$ cat src/rtl/sram_lane_pkg.sv
package sram_lane_pkg;

  typedef enum logic [2:0] {
    ST_IDLE,
    ST_STBY,
    ST_WTURN,
    ST_WSET,
    ST_WPULSE,
    ST_WHOLD,
    ST_READ
  } ctl_state_t;

  // ceiling of num/den for positive operands
  function automatic int cdiv(input int num, input int den);
    return (num + den - 1) / den;
  endfunction

  function automatic int imax(input int a, input int b);
    return (a > b) ? a : b;
  endfunction

endpackage

$ cat src/rtl/sram_lane_timer.sv
module sram_lane_timer #(
  parameter int CNT_W = 2
) (
  input  logic             clk,
  input  logic             rst,
  input  logic             load,
  input  logic [CNT_W-1:0] load_val,
  output logic             zero
);

  logic [CNT_W-1:0] cnt;

  always_ff @(posedge clk) begin
    if (rst)              cnt <= '0;
    else if (load)        cnt <= load_val;
    else if (cnt != '0)   cnt <= cnt - 1'b1;
  end

  assign zero = (cnt == '0);

  // a phase that was loaded with a nonzero count is not done a cycle later
  assert_phase_len_R4: assert property (@(posedge clk) disable iff (rst)
    (load && load_val != '0) |=> !zero);

endmodule

$ cat src/rtl/sram_lane_turn.sv
module sram_lane_turn #(
  parameter int TURN_CYC = 1
) (
  input  logic clk,
  input  logic rst,
  input  logic oe_n,
  output logic ok
);

  localparam int TW = $clog2(TURN_CYC + 1) + 1;

  logic [TW-1:0] quiet;

  always_ff @(posedge clk) begin
    if (rst)                            quiet <= TW'(TURN_CYC);
    else if (!oe_n)                     quiet <= '0;
    else if (quiet < TW'(TURN_CYC))     quiet <= quiet + 1'b1;
  end

  assign ok = (quiet >= TW'(TURN_CYC));

  // the cycle after the RAM drove its outputs, the bus may not be turned yet
  assert_turn_gap_R8: assert property (@(posedge clk) disable iff (rst)
    !oe_n |=> !ok);

endmodule

$ cat src/rtl/sram_lane_rdcap.sv
module sram_lane_rdcap #(
  parameter int LANES  = 2,
  parameter int LANE_W = 8
) (
  input  logic                    clk,
  input  logic                    rst,
  input  logic                    cap,
  input  logic [LANES-1:0]        lane_en,
  input  logic [LANES*LANE_W-1:0] din,
  output logic                    valid,
  output logic [LANES*LANE_W-1:0] dout
);

  always_ff @(posedge clk) begin
    if (rst) valid <= 1'b0;
    else     valid <= cap;
  end

  for (genvar g = 0; g < LANES; g++) begin : g_lane
    always_ff @(posedge clk) begin
      if (rst)
        dout[g*LANE_W +: LANE_W] <= '0;
      else if (cap)
        dout[g*LANE_W +: LANE_W] <= lane_en[g] ? din[g*LANE_W +: LANE_W] : '0;
    end
  end

  // read data is flagged for a single cycle
  assert_valid_pulse_R6: assert property (@(posedge clk) disable iff (rst)
    valid |=> !valid);

endmodule

$ cat src/rtl/sram_lane_ctrl.sv
module sram_lane_ctrl
  import sram_lane_pkg::*;
#(
  parameter int ADDR_W        = 17,
  parameter int DATA_W        = 16,
  parameter int LANE_W        = 8,
  parameter int CLK_PERIOD_NS = 20,
  parameter int T_RC_NS       = 55,
  parameter int T_WC_NS       = 55,
  parameter int T_WP_NS       = 45,
  parameter int T_DS_NS       = 25,
  parameter int T_TURN_NS     = 20
) (
  input  logic                       clk,
  input  logic                       rst,
  input  logic                       req_valid,
  output logic                       req_ready,
  input  logic                       req_write,
  input  logic [ADDR_W-1:0]          req_addr,
  input  logic [DATA_W-1:0]          req_wdata,
  input  logic [DATA_W/LANE_W-1:0]   req_be,
  output logic                       rsp_valid,
  output logic [DATA_W-1:0]          rsp_rdata,
  input  logic                       standby,
  output logic [ADDR_W-1:0]          sram_addr,
  output logic                       sram_cs_n,
  output logic [DATA_W/LANE_W-1:0]   sram_bc_n,
  output logic                       sram_we_n,
  output logic                       sram_oe_n,
  output logic [DATA_W-1:0]          sram_dq_o,
  output logic                       sram_dq_oe,
  input  logic [DATA_W-1:0]          sram_dq_i
);

  localparam int LANES    = DATA_W / LANE_W;
  localparam int RD_CYC   = imax(cdiv(T_RC_NS, CLK_PERIOD_NS), 1);
  localparam int WR_CYC   = imax(imax(cdiv(T_WP_NS, CLK_PERIOD_NS), cdiv(T_DS_NS, CLK_PERIOD_NS)),
                                 imax(cdiv(T_WC_NS, CLK_PERIOD_NS) - 1, 1));
  localparam int TURN_CYC = imax(cdiv(T_TURN_NS, CLK_PERIOD_NS), 1);
  localparam int CNT_W    = $clog2(imax(RD_CYC, WR_CYC) + 1);

  ctl_state_t          state, state_nxt;
  logic [ADDR_W-1:0]   op_addr, nxt_addr;
  logic [DATA_W-1:0]   op_data, nxt_data;
  logic [LANES-1:0]    op_be,   nxt_be;
  logic                accept, t_load, t_zero, turn_ok, cap;
  logic [CNT_W-1:0]    t_val;

  assign req_ready = (state == ST_IDLE) && !standby;
  assign accept    = req_valid && req_ready;

  always_comb begin
    state_nxt = state;
    unique case (state)
      ST_IDLE: begin
        if (standby)        state_nxt = ST_STBY;
        else if (req_valid) state_nxt = req_write ? (turn_ok ? ST_WSET : ST_WTURN) : ST_READ;
      end
      ST_STBY:   if (!standby) state_nxt = ST_IDLE;
      ST_WTURN:  if (turn_ok)  state_nxt = ST_WSET;
      ST_WSET:                 state_nxt = ST_WPULSE;
      ST_WPULSE: if (t_zero)   state_nxt = ST_WHOLD;
      ST_WHOLD:                state_nxt = ST_IDLE;
      ST_READ:   if (t_zero)   state_nxt = ST_IDLE;
      default:                 state_nxt = ST_IDLE;
    endcase
  end

  assign t_load = (state_nxt != state) && (state_nxt == ST_WPULSE || state_nxt == ST_READ);
  assign t_val  = (state_nxt == ST_READ) ? CNT_W'(RD_CYC - 1) : CNT_W'(WR_CYC - 1);
  assign cap    = (state == ST_READ) && t_zero;

  assign nxt_addr = accept ? req_addr  : op_addr;
  assign nxt_data = accept ? req_wdata : op_data;
  assign nxt_be   = accept ? req_be    : op_be;

  always_ff @(posedge clk) begin
    if (rst) begin
      state   <= ST_IDLE;
      op_addr <= '0;
      op_data <= '0;
      op_be   <= '0;
    end else begin
      state   <= state_nxt;
      op_addr <= nxt_addr;
      op_data <= nxt_data;
      op_be   <= nxt_be;
    end
  end

  // RAM pins are registered copies of what the next state calls for
  always_ff @(posedge clk) begin
    if (rst) begin
      sram_addr  <= '0;
      sram_dq_o  <= '0;
      sram_cs_n  <= 1'b1;
      sram_bc_n  <= '1;
      sram_we_n  <= 1'b1;
      sram_oe_n  <= 1'b1;
      sram_dq_oe <= 1'b0;
    end else begin
      sram_addr  <= nxt_addr;
      sram_dq_o  <= nxt_data;
      sram_cs_n  <= 1'b1;
      sram_bc_n  <= '1;
      sram_we_n  <= 1'b1;
      sram_oe_n  <= 1'b1;
      sram_dq_oe <= 1'b0;
      unique case (state_nxt)
        ST_WSET: begin
          sram_we_n  <= 1'b0;
          sram_dq_oe <= 1'b1;
        end
        ST_WPULSE: begin
          sram_we_n  <= 1'b0;
          sram_cs_n  <= 1'b0;
          sram_bc_n  <= ~nxt_be;
          sram_dq_oe <= 1'b1;
        end
        ST_WHOLD: sram_dq_oe <= 1'b1;
        ST_READ: begin
          sram_cs_n <= 1'b0;
          sram_oe_n <= 1'b0;
          sram_bc_n <= ~nxt_be;
        end
        default: ;
      endcase
    end
  end

  sram_lane_timer #(.CNT_W(CNT_W)) u_timer (
    .clk(clk), .rst(rst), .load(t_load), .load_val(t_val), .zero(t_zero)
  );

  sram_lane_turn #(.TURN_CYC(TURN_CYC)) u_turn (
    .clk(clk), .rst(rst), .oe_n(sram_oe_n), .ok(turn_ok)
  );

  sram_lane_rdcap #(.LANES(LANES), .LANE_W(LANE_W)) u_rdcap (
    .clk(clk), .rst(rst), .cap(cap), .lane_en(op_be), .din(sram_dq_i),
    .valid(rsp_valid), .dout(rsp_rdata)
  );

  // the strobe is low already when the chip select falls in a write
  assert_strobe_first_R3: assert property (@(posedge clk) disable iff (rst)
    (!sram_cs_n && !sram_we_n && $fell(sram_cs_n)) |-> $past(!sram_we_n));

  // address and data hold still across the write overlap
  assert_write_hold_R5: assert property (@(posedge clk) disable iff (rst)
    (!sram_cs_n && !sram_we_n && $past(!sram_cs_n && !sram_we_n))
      |-> ($stable(sram_addr) && $stable(sram_dq_o) && sram_dq_oe));

  // the controller never drives while the RAM output is enabled
  assert_bus_excl_R7: assert property (@(posedge clk) disable iff (rst)
    sram_dq_oe |-> sram_oe_n);

  // a taken request makes the port busy
  assert_busy_after_take_R9: assert property (@(posedge clk) disable iff (rst)
    accept |=> !req_ready);

  // parked RAM sees only inactive controls
  assert_standby_quiet_R10: assert property (@(posedge clk) disable iff (rst)
    (state == ST_STBY) |-> (sram_cs_n && sram_we_n && sram_oe_n && !sram_dq_oe));

endmodule

$ cat config.mk
export PLATFORM = sky130hd
export DESIGN_NAME = sram_lane_ctrl
export DESIGN_NICKNAME = d
export VERILOG_FILES = /design/src/rtl/sram_lane_pkg.sv /design/src/rtl/sram_lane_timer.sv /design/src/rtl/sram_lane_turn.sv /design/src/rtl/sram_lane_rdcap.sv /design/src/rtl/sram_lane_ctrl.sv
export SDC_FILE = /design/constraint.sdc
export NUM_CORES = 1
export LEC_CHECK = 0
export BUFFER_PORTS_ARGS = -buffer_cell sky130_fd_sc_hd__buf_2
export CORE_ASPECT_RATIO = 0.5
export CORE_UTILIZATION = 40
export DETAILED_ROUTE_END_ITERATION = 10
export PLACE_DENSITY = 0.74
export SYNTH_ARGS = -nofsm -noshare
export SYNTH_HDL_FRONTEND = slang
export SYNTH_SLANG_ARGS = --single-unit
$ cat constraint.sdc
create_clock -name clk -period 1.7 [get_ports clk]
set_input_delay 0.51 -clock clk [delete_from_list [all_inputs] [get_ports clk]]
set_output_delay 0.51 -clock clk [all_outputs]
set_load 0.02 [all_outputs]
==> summary.md, run 1 <==
| Metric | Value |
|---|---|
| Run status | finished, violations left |
| Violated checks | negative setup slack |
| Wire length of the first global-routing pass | 11000 um |
| Startpoint of the worst register-to-register path | state[2]$_SDFF_PP0_ |
| Critical Path End Type | output port |
| Leading cell types in the layout, fill and taps excluded | 110 x buf_2, 63 x dfxtp_1, 60 x nand2_1 |
| Mean area per synthesized cell | 8.94 sq um |
| R2r endpoint | sram_addr[6]$_SDFFE_PP0P_ |
| Worst min-delay path endpoint | u_rdcap.dout[1]$_SDFFE_PP0P_ |
| Number of flops mapped to enable cells by yosys | 0 |
| Total length of routed wires | 7620 um |
| Clock transition at the registers of the reported paths | 0.05 ns |
| Sequential share of the synthesized area | 0.573 |
| Worst Path Arrival | 1.46 ns |
| Library cell occupying the most area in the post-synthesis netlist | dfxtp_1 |
| Largest fanout of any net on the critical path | 4 |
| FF-to-FF path depth | 9 |
| Total clock buffers created by CTS | 9 |
| DIE HEIGHT | 55.3 um |
| Full die area | 6000 sq um |
| Peak supply drop | 908 uV |
| 1st-iter DRT viols | 125 |
| Synth warn | 0 |
| Cell at the root of the clock tree | clkbuf_16 |
| Hold wc startpoint | sram_dq_i[1] |
| Total Neg Setup Slack | -6.37 ns |
| Routability cong. | 0.883 |
| Number of nets produced by synthesis | 311 |
| Most frequent cell on the critical path | buf_6 |
| Count of different cell masters after synthesis | 33 |
| Relative max-transition margin | 0.579 |
| Final clock period utilization by the worst path | 1.16 |
| # port buffers | 112 |
| Clock latency on the worst-skew pair | 0.32 ns |
| Worst slew pin tran | 0.631 ns |
| Die Wd | 109 um |
| Main synth FF type | dfxtp_1 |
| TritonCTS clock tree | built |
| Netlist area before placement | 2270 sq um |
| Combined global-route utilization of all metal layers | 0.241 |
| P_leak | 1.68 nW |
| RSZ-0062 raised after global routing | true |
| TritonCTS sink count | 65 |
| Share of the core filled with cells in the final layout | 0.716 |
| Setup ws final | -0.268 ns |
| Setup slack at placement | -0.296 ns |
| Remaining design rule violation count | 0 |
| Max Buffers Root-to-Sink | 2 |
| Total power density per cell area | 1090 nW/um^2 |
| Via Count | 2443 |
| Achievable clock frequency | 0.508 GHz |
| Area of the core | 5180 sq um |
| Io pins | 113 |
| Initial standard-cell utilization of the core | 0.438 |
| Setup Crit Path Kind | reg2out |
| Pre-antenna DRT Iters | 4 |
| Class of the tightest hold or removal check | in2reg |
| Commonest non-fill, non-tap cell in the layout | buf_2 |
| Dpl hpwl | 4170 um |
| Count of maximum capacitance violations | 0 |
| Number of antenna repair diodes | 0 |
| Standard-cell row count | 18 |
| Worst-path cell chain | or4_4, buf_6, inv_4, buf_6 |
| Time the final worst path needs with I/O delays and setup | 1.97 ns |
| Routed len/inst | 16.3 um |
| Fraction of synthesized cell area taken by the top area cell type | 0.573 |
| Worst clock skew | 0.00505 ns |
| Via count of the first global-routing pass | 2253 |
| Type of element launching the critical path | flip-flop |
| Average vias per placed instance | 5.21 |
| Instance count along the most critical hold path | 2 |
| CTS hold repair buffers | 0 |
| Final number of hold-violating endpoints | 0 |
| Crit-path max cell delay | 0.50 ns |
| Gate count after technology mapping | 254 |
| Number of antenna violations at the first check in global routing | 0 |
| Slowest cell on the critical path | or4_4 |
| CTS H-tree depth | 3 |
| Top post-synthesis cells by area | dfxtp_1 57%, nand2_1 13%, a21oi_1 8.4%, a22o_1 6.2%, clkbuf_1 1.5% |
| Post-route ant nets | 0 |
| Count of pins over their slew limit | 0 |
| Final Setup Violations | 44 |
| Layout Area Growth over Synthesis | 63.3% |
| R2r setup slk | -0.22 ns |
| Required @ worst endpoint | 1.19 ns |
| Post-layout nets | 453 |
| Hold Worst Slack | 0.402 ns |
| Final total power | 0.00404 W |
| Overall overflow remaining after global route | 0 |
| Proportion of register bits with asynchronous set or reset after synthesis | 0 |
| Post-synthesis register bit count | 65 |
| Proportion of layout cells with a drive suffix above 1 | 0.536 |
| Maximum number of pins on one net before global-route repair | 21 |
==> area by class of cell <==
| cell class | instances | area, sq um |
|---|---|---|
| Inverter | 5 | 21.3 |
| Sequential cell | 65 | 1300 |
| Fill cell | 371 | 1470 |
| Timing Repair Buffer | 145 | 952 |
| Tap cell | 70 | 87.6 |
| Clock buffer | 14 | 264 |
| Multi-Input combinational cell | 170 | 1080 |
==> critical path: cells and delay by family, from the launching register on <==
family                 cells  cell delay, ns
AND/OR/NAND/NOR            1            0.50
flip-flops                 1            0.34
buffers and inverters      3            0.30
==> repair_timing <==
action,in CTS,in global routing
gates cloned,3,0
endpoints found under the setup margin,58,61
endpoints found under the hold margin,0,0
gates resized for setup,35,42
buffers inserted,14,1
pin swaps,9,17
==> where the power goes <==
| group | internal (W) | total [W] | switching (W) |
|---|---|---|---|
| clock network | 0.00105 | 0.00165 | 0.000595 |
| registers | 0.00161 | 0.00165 | 0.0000405 |
| logic | 0.000339 | 0.000744 | 0.000405 |
==> Yosys cell counts, drive strengths merged (2+ instances only) <==
cell and count:
and3 2, dfxtp 65, clkbuf 9, o21ai 3, nand2b 2, nand2 76
nor2 7, and2 3, a22o 16, nor3 2, buf 5, inv 5
a21oi 38, o22ai 2, nand3 3, or3 2
==> flip-flops by register name (all words and copies together) (netlist names), 2 cells and up <==
| name | count |
|---|---|
| u_timer.cnt | 2 |
| sram_bc_n | 2 |
| u_rdcap.dout | 16 |
| sram_dq_o | 16 |
| op_be | 2 |
| u_turn.quiet | 2 |
| state | 3 |
| sram_addr | 17 |
==> worst max path at each step <==
stage | from | endpoint
finish | state[2]$_SDFF_PP0_ | req_ready
global route | state[0]$_SDFF_PP0_ | req_ready
CTS | state[0]$_SDFF_PP0_ | req_ready
global placement | standby | u_timer.cnt[1]$_SDFFE_PP0P_
detailed placement | standby | u_timer.cnt[1]$_SDFFE_PP0P_
floorplan | standby | u_timer.cnt[1]$_SDFFE_PP0P_
==> per-layer routing <==
layer / GRT usage / wire length [um] / vias up
li1: - / - / 1148
met1: 0.275 / 3100 / 1162
met2: 0.422 / 3810 / 114
met3: 0.0720 / 541 / 19
met4: 0.0907 / 179 / 0
met5: 0 / 0 / -
==> cell families (layout without fill, tap and decap cells) <==
kind of cell	after synthesis	after routing	share of synthesized area
AO/OA/AOI/OAI	64	64	0.181
XOR/XNOR	1	1	0.00386
adder cells (fa/ha/maj)	1	1	0.00551
buffers and inverters	19	164	0.0342
flip-flops	65	65	0.573
AND/OR/NAND/NOR	104	104	0.202
==> stage by stage <==
step                area [sq um]  cells
floorplan                   2270    254
global placement            3000    441
detailed placement          3000    441
CTS                         3620    471
global route                3710    469
finish                      3710    469
(Power assumes the default switching activity.)
==> inputs of run 2 (changes only) <==
--- a/config.mk
+++ b/config.mk
@@ -9,7 +9,8 @@
 export CORE_ASPECT_RATIO = 0.5
 export CORE_UTILIZATION = 40
 export DETAILED_ROUTE_END_ITERATION = 10
-export PLACE_DENSITY = 0.74
+export PLACE_DENSITY_LB_ADDON = 0.15
 export SYNTH_ARGS = -nofsm -noshare
 export SYNTH_HDL_FRONTEND = slang
 export SYNTH_SLANG_ARGS = --single-unit
+export TNS_END_PERCENT = 10
==> run 2 against run 1 <==
  * Worst setup slack improved by 0.012 ns
  * The flow still finishes with violations (negative setup slack)
  * Total power increased by 4.9%
  * Largest cell class unchanged
  * Register-to-register slack improved by 0.06 ns
==> summary.md, run 2 (synthesis results as in run 1) <==
| Metric | Value |
|---|---|
| Run status | finished, violations left |
| Violated checks | negative setup slack |
| P_leak | 1.66 nW |
| Final Setup Violations | 42 |
| R2r setup slk | -0.16 ns |
| Maximum number of pins on one net before global-route repair | 42 |
| Full die area | 6000 sq um |
| Worst Path Arrival | 1.45 ns |
| Worst clock skew | 0.00439 ns |
| Setup ws final | -0.256 ns |
| Number of antenna violations at the first check in global routing | 0 |
| Routed len/inst | 13.3 um |
| Worst slew pin tran | 0.531 ns |
| TritonCTS clock tree | built |
| Total power density per cell area | 1170 nW/um^2 |
| Biggest register | sram_addr |
| Final total power | 0.00423 W |
| 1st-iter DRT viols | 97 |
| R2r endpoint | sram_bc_n[0]$_SDFF_PP1_ |
| Worst setup path end | req_ready |
| Leading cell types in the layout, fill and taps excluded | 111 x buf_2, 74 x nand2_1, 63 x dfxtp_1 |
| Hold Worst Slack | 0.398 ns |
| Relative max-transition margin | 0.646 |
| Achievable clock frequency | 0.511 GHz |
| FF-to-FF path depth | 5 |
| Pre-antenna DRT Iters | 4 |
| Slowest cell on the critical path | or4_4 |
| Final number of hold-violating endpoints | 0 |
| DIE HEIGHT | 55.3 um |
| Final clock period utilization by the worst path | 1.15 |
| Crit-path max cell delay | 0.54 ns |
| Commonest non-fill, non-tap cell in the layout | buf_2 |
| Setup Crit Path Kind | in2out |
| Total length of routed wires | 6190 um |
| Most frequent cell on the critical path | buf_6 |
| RSZ-0062 raised after global routing | true |
| Post-layout nets | 447 |
| CP Launch Point | standby |
| Area of the core | 5180 sq um |
| Standard-cell row count | 18 |
| Number of antenna repair diodes | 0 |
| Via Count | 2246 |
| # port buffers | 112 |
| Class of the tightest hold or removal check | in2reg |
| Clock transition at the registers of the reported paths | 0.05 ns |
| Worst-path cell chain | buf_2, or4_4, buf_6, inv_4, buf_6 |
| Number of flip-flops under the largest register name | 17 |
| Count of maximum capacitance violations | 0 |
| Clock latency on the worst-skew pair | 0.32 ns |
| Initial standard-cell utilization of the core | 0.438 |
| Combined global-route utilization of all metal layers | 0.200 |
| Wire length of the first global-routing pass | 9350 um |
| Dpl hpwl | 3940 um |
| Largest fanout of any net on the critical path | 2 |
| Share of the core filled with cells in the final layout | 0.696 |
| Post-route ant nets | 0 |
| Total Neg Setup Slack | -4.20 ns |
| Die Wd | 109 um |
| Type of element launching the critical path | input port |
| Layout fillers | 394 |
| Layout Area Growth over Synthesis | 58.8% |
| Placed cell count | 439 |
| Io pins | 113 |
| Startpoint of the worst register-to-register path | state[0]$_SDFF_PP0_ |
| Final Non-Filler Cells | 464 |
| Largest registers | sram_addr: 17 flops, sram_dq_o: 16 flops, u_rdcap.dout: 16 flops |
| Routability cong. | 0.818 |
| CTS hold repair buffers | 0 |
| Critical Path End Type | output port |
| Via count of the first global-routing pass | 2047 |
| Cell at the root of the clock tree | clkbuf_16 |
| TritonCTS sink count | 65 |
| Required @ worst endpoint | 1.19 ns |
| Average vias per placed instance | 4.84 |
| Remaining design rule violation count | 0 |
| Total clock buffers created by CTS | 9 |
| Proportion of layout cells with a drive suffix above 1 | 0.490 |
| Peak supply drop | 661 uV |
| CTS H-tree depth | 3 |
| Count of pins over their slew limit | 0 |
| Overall overflow remaining after global route | 0 |
| Max Buffers Root-to-Sink | 2 |
| Time the final worst path needs with I/O delays and setup | 1.96 ns |
## run 2: how the worst min path moves through the flow
stage,from,endpoint,slack [ns],cells past startpoint
2_1_floorplan,u_timer.cnt[1]$_SDFFE_PP0P_,u_timer.cnt[0]$_SDFFE_PP0N_,0.44,2
3_3_place_gp,sram_addr[4]$_SDFFE_PP0P_,sram_addr[4]$_SDFFE_PP0P_,0.44,2
3_5_place_dp,sram_addr[0]$_SDFFE_PP0P_,sram_addr[0]$_SDFFE_PP0P_,0.45,2
4_1_cts,sram_dq_i[3],u_rdcap.dout[3]$_SDFFE_PP0P_,0.39,2
5_1_grt,sram_dq_i[3],u_rdcap.dout[3]$_SDFFE_PP0P_,0.39,2
6_report,sram_dq_i[6],u_rdcap.dout[6]$_SDFFE_PP0P_,0.40,2
## run 2: power breakdown
part	internal, W	total [W]	switching, W
Clock	0.00131	0.00195	0.000640
Sequential	0.00160	0.00164	0.0000370
Combinational	0.000297	0.000641	0.000344
Total	0.00321	0.00423	0.00102
## run 2: stage by stage
| step | setup WS (ns) | cell area, sq um |
|---|---|---|
| global placement | -0.261 | 3000 |
| finish | -0.256 | 3610 |
| CTS | -0.262 | 3400 |
| global route | -0.286 | 3610 |
| floorplan | -0.132 | 2270 |
| detailed placement | -0.294 | 3000 |
## run 2: per-layer routing
layer  up-vias  wire, um  GRT usage
li1       1128         -          -
met1      1032      2650      0.233
met2        79      2970      0.335
met3         7       517     0.0897
met4         0        55     0.0463
met5         -         0          0
## run 2: worst max-delay path: cells and delay by family
kind,cells,cell delay (ns)
buf+inv,4,0.39
simple gates,1,0.54
## run 2: timing repair
item,in CTS,in global routing
endpoints found under the hold margin,0,0
setup endpoints to repair,58,58
buffers inserted,3,5
gates resized for setup,20,29
gates cloned,0,2
pin swaps,5,5
## run 2: layout make-up
type                       count  area (sq um)  share of cell area
clock buffer                  10           239              0.0663
clock inverter                 5          80.1              0.0222
inverter                       5          21.3             0.00590
sequential                    65          1310               0.362
multi-input combinational    170          1020               0.283
tap                           70          87.6              0.0243
timing repair buffer         139           850               0.236
==> inputs of run 3 (changes only) <==
--- a/config.mk
+++ b/config.mk
@@ -5,11 +5,12 @@
 export SDC_FILE = /design/constraint.sdc
 export NUM_CORES = 1
 export LEC_CHECK = 0
-export BUFFER_PORTS_ARGS = -buffer_cell sky130_fd_sc_hd__buf_2
+export BUFFER_PORTS_ARGS = -buffer_cell sky130_fd_sc_hd__buf_4
 export CORE_ASPECT_RATIO = 0.5
-export CORE_UTILIZATION = 40
+export CORE_UTILIZATION = 45
 export DETAILED_ROUTE_END_ITERATION = 10
 export PLACE_DENSITY_LB_ADDON = 0.15
+export RECOVER_POWER = 25
 export SYNTH_ARGS = -nofsm -noshare
 export SYNTH_HDL_FRONTEND = slang
 export SYNTH_SLANG_ARGS = --single-unit
==> constraint.sdc (replaced) <==
create_clock -name clk -period 2.1 [get_ports clk]
set_input_delay 0.63 -clock clk [delete_from_list [all_inputs] [get_ports clk]]
set_output_delay 0.63 -clock clk [all_outputs]
set_load 0.02 [all_outputs]
==> run 3 against run 2 <==
  * Non-clock buffer count down 18
  * Largest power group is now registers
  * Sequential share of layout area up 3.2 points
  * The flow now finishes without violations
  * Critical endpoint unchanged
  * Design area down 8.2%
  * Hold slack better by 0.055 ns
  * Clock power down 53%
  * Largest cell class unchanged
  * First-iteration DRC count down 47%
  * Total power down 36%
  * Wire length down 10%
  * Register-to-register slack better by 0.24 ns
  * Utilization up 2.1 points
  * Clock skew up 0.0012 ns
  * Sequential cell count unchanged
==> summary.md, run 3 (synthesis results as in run 1) <==
| Metric | Value |
|---|---|
| Run status | completed |
| Layout Area Growth over Synthesis | 45.7% |
| Top Family by Delay on Critical Path | simple AND/OR/NAND/NOR gates |
| Worst Path Arrival | 1.44 ns |
| Largest registers | sram_addr: 17 flops, sram_dq_o: 16 flops, u_rdcap.dout: 16 flops |
| Max Buffers Root-to-Sink | 2 |
| Largest fanout of any net on the critical path | 6 |
| Clock latency on the worst-skew pair | 0.33 ns |
| Total power density per cell area | 813 nW/um^2 |
| Dpl hpwl | 3860 um |
| Required @ worst endpoint | 1.47 ns |
| Via Count | 2155 |
| Total clock buffers created by CTS | 9 |
| Critical Path End Type | output port |
| Cell at the root of the clock tree | clkbuf_8 |
| Worst-path cell chain | or4_4, inv_2, buf_6 |
| Routed len/inst | 12.5 um |
| Count of pins over their slew limit | 0 |
| Final total power | 0.00269 W |
| DIE HEIGHT | 52.2 um |
| Relative max-transition margin | 0.314 |
| Initial standard-cell utilization of the core | 0.492 |
| Biggest register | sram_addr |
| Combined global-route utilization of all metal layers | 0.213 |
| R2r setup slk | 0.08 ns |
| Number of antenna repair diodes | 0 |
| Count of maximum capacitance violations | 0 |
| TritonCTS sink count | 65 |
| Commonest non-fill, non-tap cell in the layout | buf_4 |
| Full die area | 5350 sq um |
| Leading cell types in the layout, fill and taps excluded | 90 x buf_4, 76 x nand2_1, 63 x dfxtp_1 |
| RSZ-0062 raised after global routing | true |
| Peak supply drop | 461 uV |
| Post-route ant nets | 0 |
| Average vias per placed instance | 4.86 |
| Buffers plus inverters on the worst setup path | 2 |
| Wire length of the first global-routing pass | 8580 um |
| Total Neg Setup Slack | 0 ns |
| Total length of routed wires | 5550 um |
| P_leak | 1.41 nW |
| Area of the core | 4620 sq um |
| Multi-input gate area in the final layout | 892 sq um |
| Layout fillers | 392 |
| Via count of the first global-routing pass | 1993 |
| Achievable clock frequency | 0.483 GHz |
| Routability cong. | 0.858 |
| Time the final worst path needs with I/O delays and setup | 2.07 ns |
| Class of the tightest hold or removal check | reg2reg |
| Remaining design rule violation count | 0 |
| Worst slew pin tran | 1.03 ns |
| Number of antenna violations at the first check in global routing | 0 |
| Final number of hold-violating endpoints | 0 |
| Worst clock skew | 0.00560 ns |
| Final clock period utilization by the worst path | 0.986 |
| Register cell area after layout | 1300 sq um |
| Maximum number of pins on one net before global-route repair | 40 |
| Crit-path max cell delay | 0.55 ns |
| Post-layout nets | 429 |
| Setup Crit Path Kind | reg2out |
| CTS H-tree depth | 3 |
| Final Setup Violations | 0 |
| Pre-antenna DRT Iters | 5 |
| Die Wd | 102 um |
| 1st-iter DRT viols | 51 |
| Proportion of layout cells with a drive suffix above 1 | 0.316 |
| Overall overflow remaining after global route | 0 |
| Slowest cell on the critical path | or4_4 |
| Clock transition at the registers of the reported paths | 0.07 ns |
| TritonCTS clock tree | built |
| Standard-cell row count | 17 |
| Number of flip-flops under the largest register name | 17 |
| Type of element launching the critical path | flip-flop |
| Io pins | 113 |
| # port buffers | 112 |
run 3: final timing paths:
path	start	end	cells past startpoint
setup / recovery	state[1]$_SDFF_PP0_	req_ready	3
hold / removal	sram_addr[4]$_SDFFE_PP0P_	sram_addr[4]$_SDFFE_PP0P_	2
setup reg to reg	state[1]$_SDFF_PP0_	u_timer.cnt[0]$_SDFFE_PP0N_	5
hold reg to reg	sram_addr[4]$_SDFFE_PP0P_	sram_addr[4]$_SDFFE_PP0P_	2
run 3: final cells by class:
| cell class | count | area share |
|---|---|---|
| clock buffer | 11 | 0.0427 |
| clock inverter | 5 | 0.00945 |
| inverter | 5 | 0.00567 |
| multi-input combinational | 170 | 0.270 |
| sequential | 65 | 0.394 |
| tap | 66 | 0.0250 |
| timing repair buffer | 121 | 0.254 |
run 3: power breakdown:
group	total, W	internal (W)	switching, W
Clock	0.000910	0.000456	0.000454
Combinational	0.000446	0.000211	0.000236
Sequential	0.00133	0.00130	0.0000357
Total	0.00269	0.00196	0.000726
run 3: worst min-delay path: stages (launching register included):
cell and delay, ns:
dfxtp_1 0.31, nand2_1 0.05, a21oi_1 0.05
run 3: layer usage:
| layer | global-route usage | vias up | part of all wire |
|---|---|---|---|
| met2 | 0.383 | 79 | 0.49 |
| met3 | 0.0853 | 6 | 0.082 |
| met4 | 0.0881 | 0 | 0.011 |
| li1 | - | 1092 | - |
| met1 | 0.224 | 978 | 0.41 |
| met5 | 0 | - | 0 |
run 3: through the flow:
| step | hold slack, ns | setup slack (ns) | area, sq um | instances | utilization |
|---|---|---|---|---|---|
| floorplan | 0.437 | 0.148 | 2270 | 254 | - |
| global placement | 0.442 | 0.00410 | 3210 | 424 | 0.694 |
| detailed placement | 0.449 | -0.0562 | 3210 | 424 | 0.694 |
| CTS | 0.458 | 0.00799 | 3410 | 443 | 0.739 |
| global route | 0.478 | -0.0143 | 3310 | 443 | 0.717 |
| finish | 0.453 | 0.0300 | 3310 | 443 | 0.717 |
run 3: what timing repair did:
action	4_1_cts	5_1_grt
resized for setup	4	1
pin swaps	1	1
setup endpoints to repair	1	1
hold buffers	0	0
buffers inserted	3	0
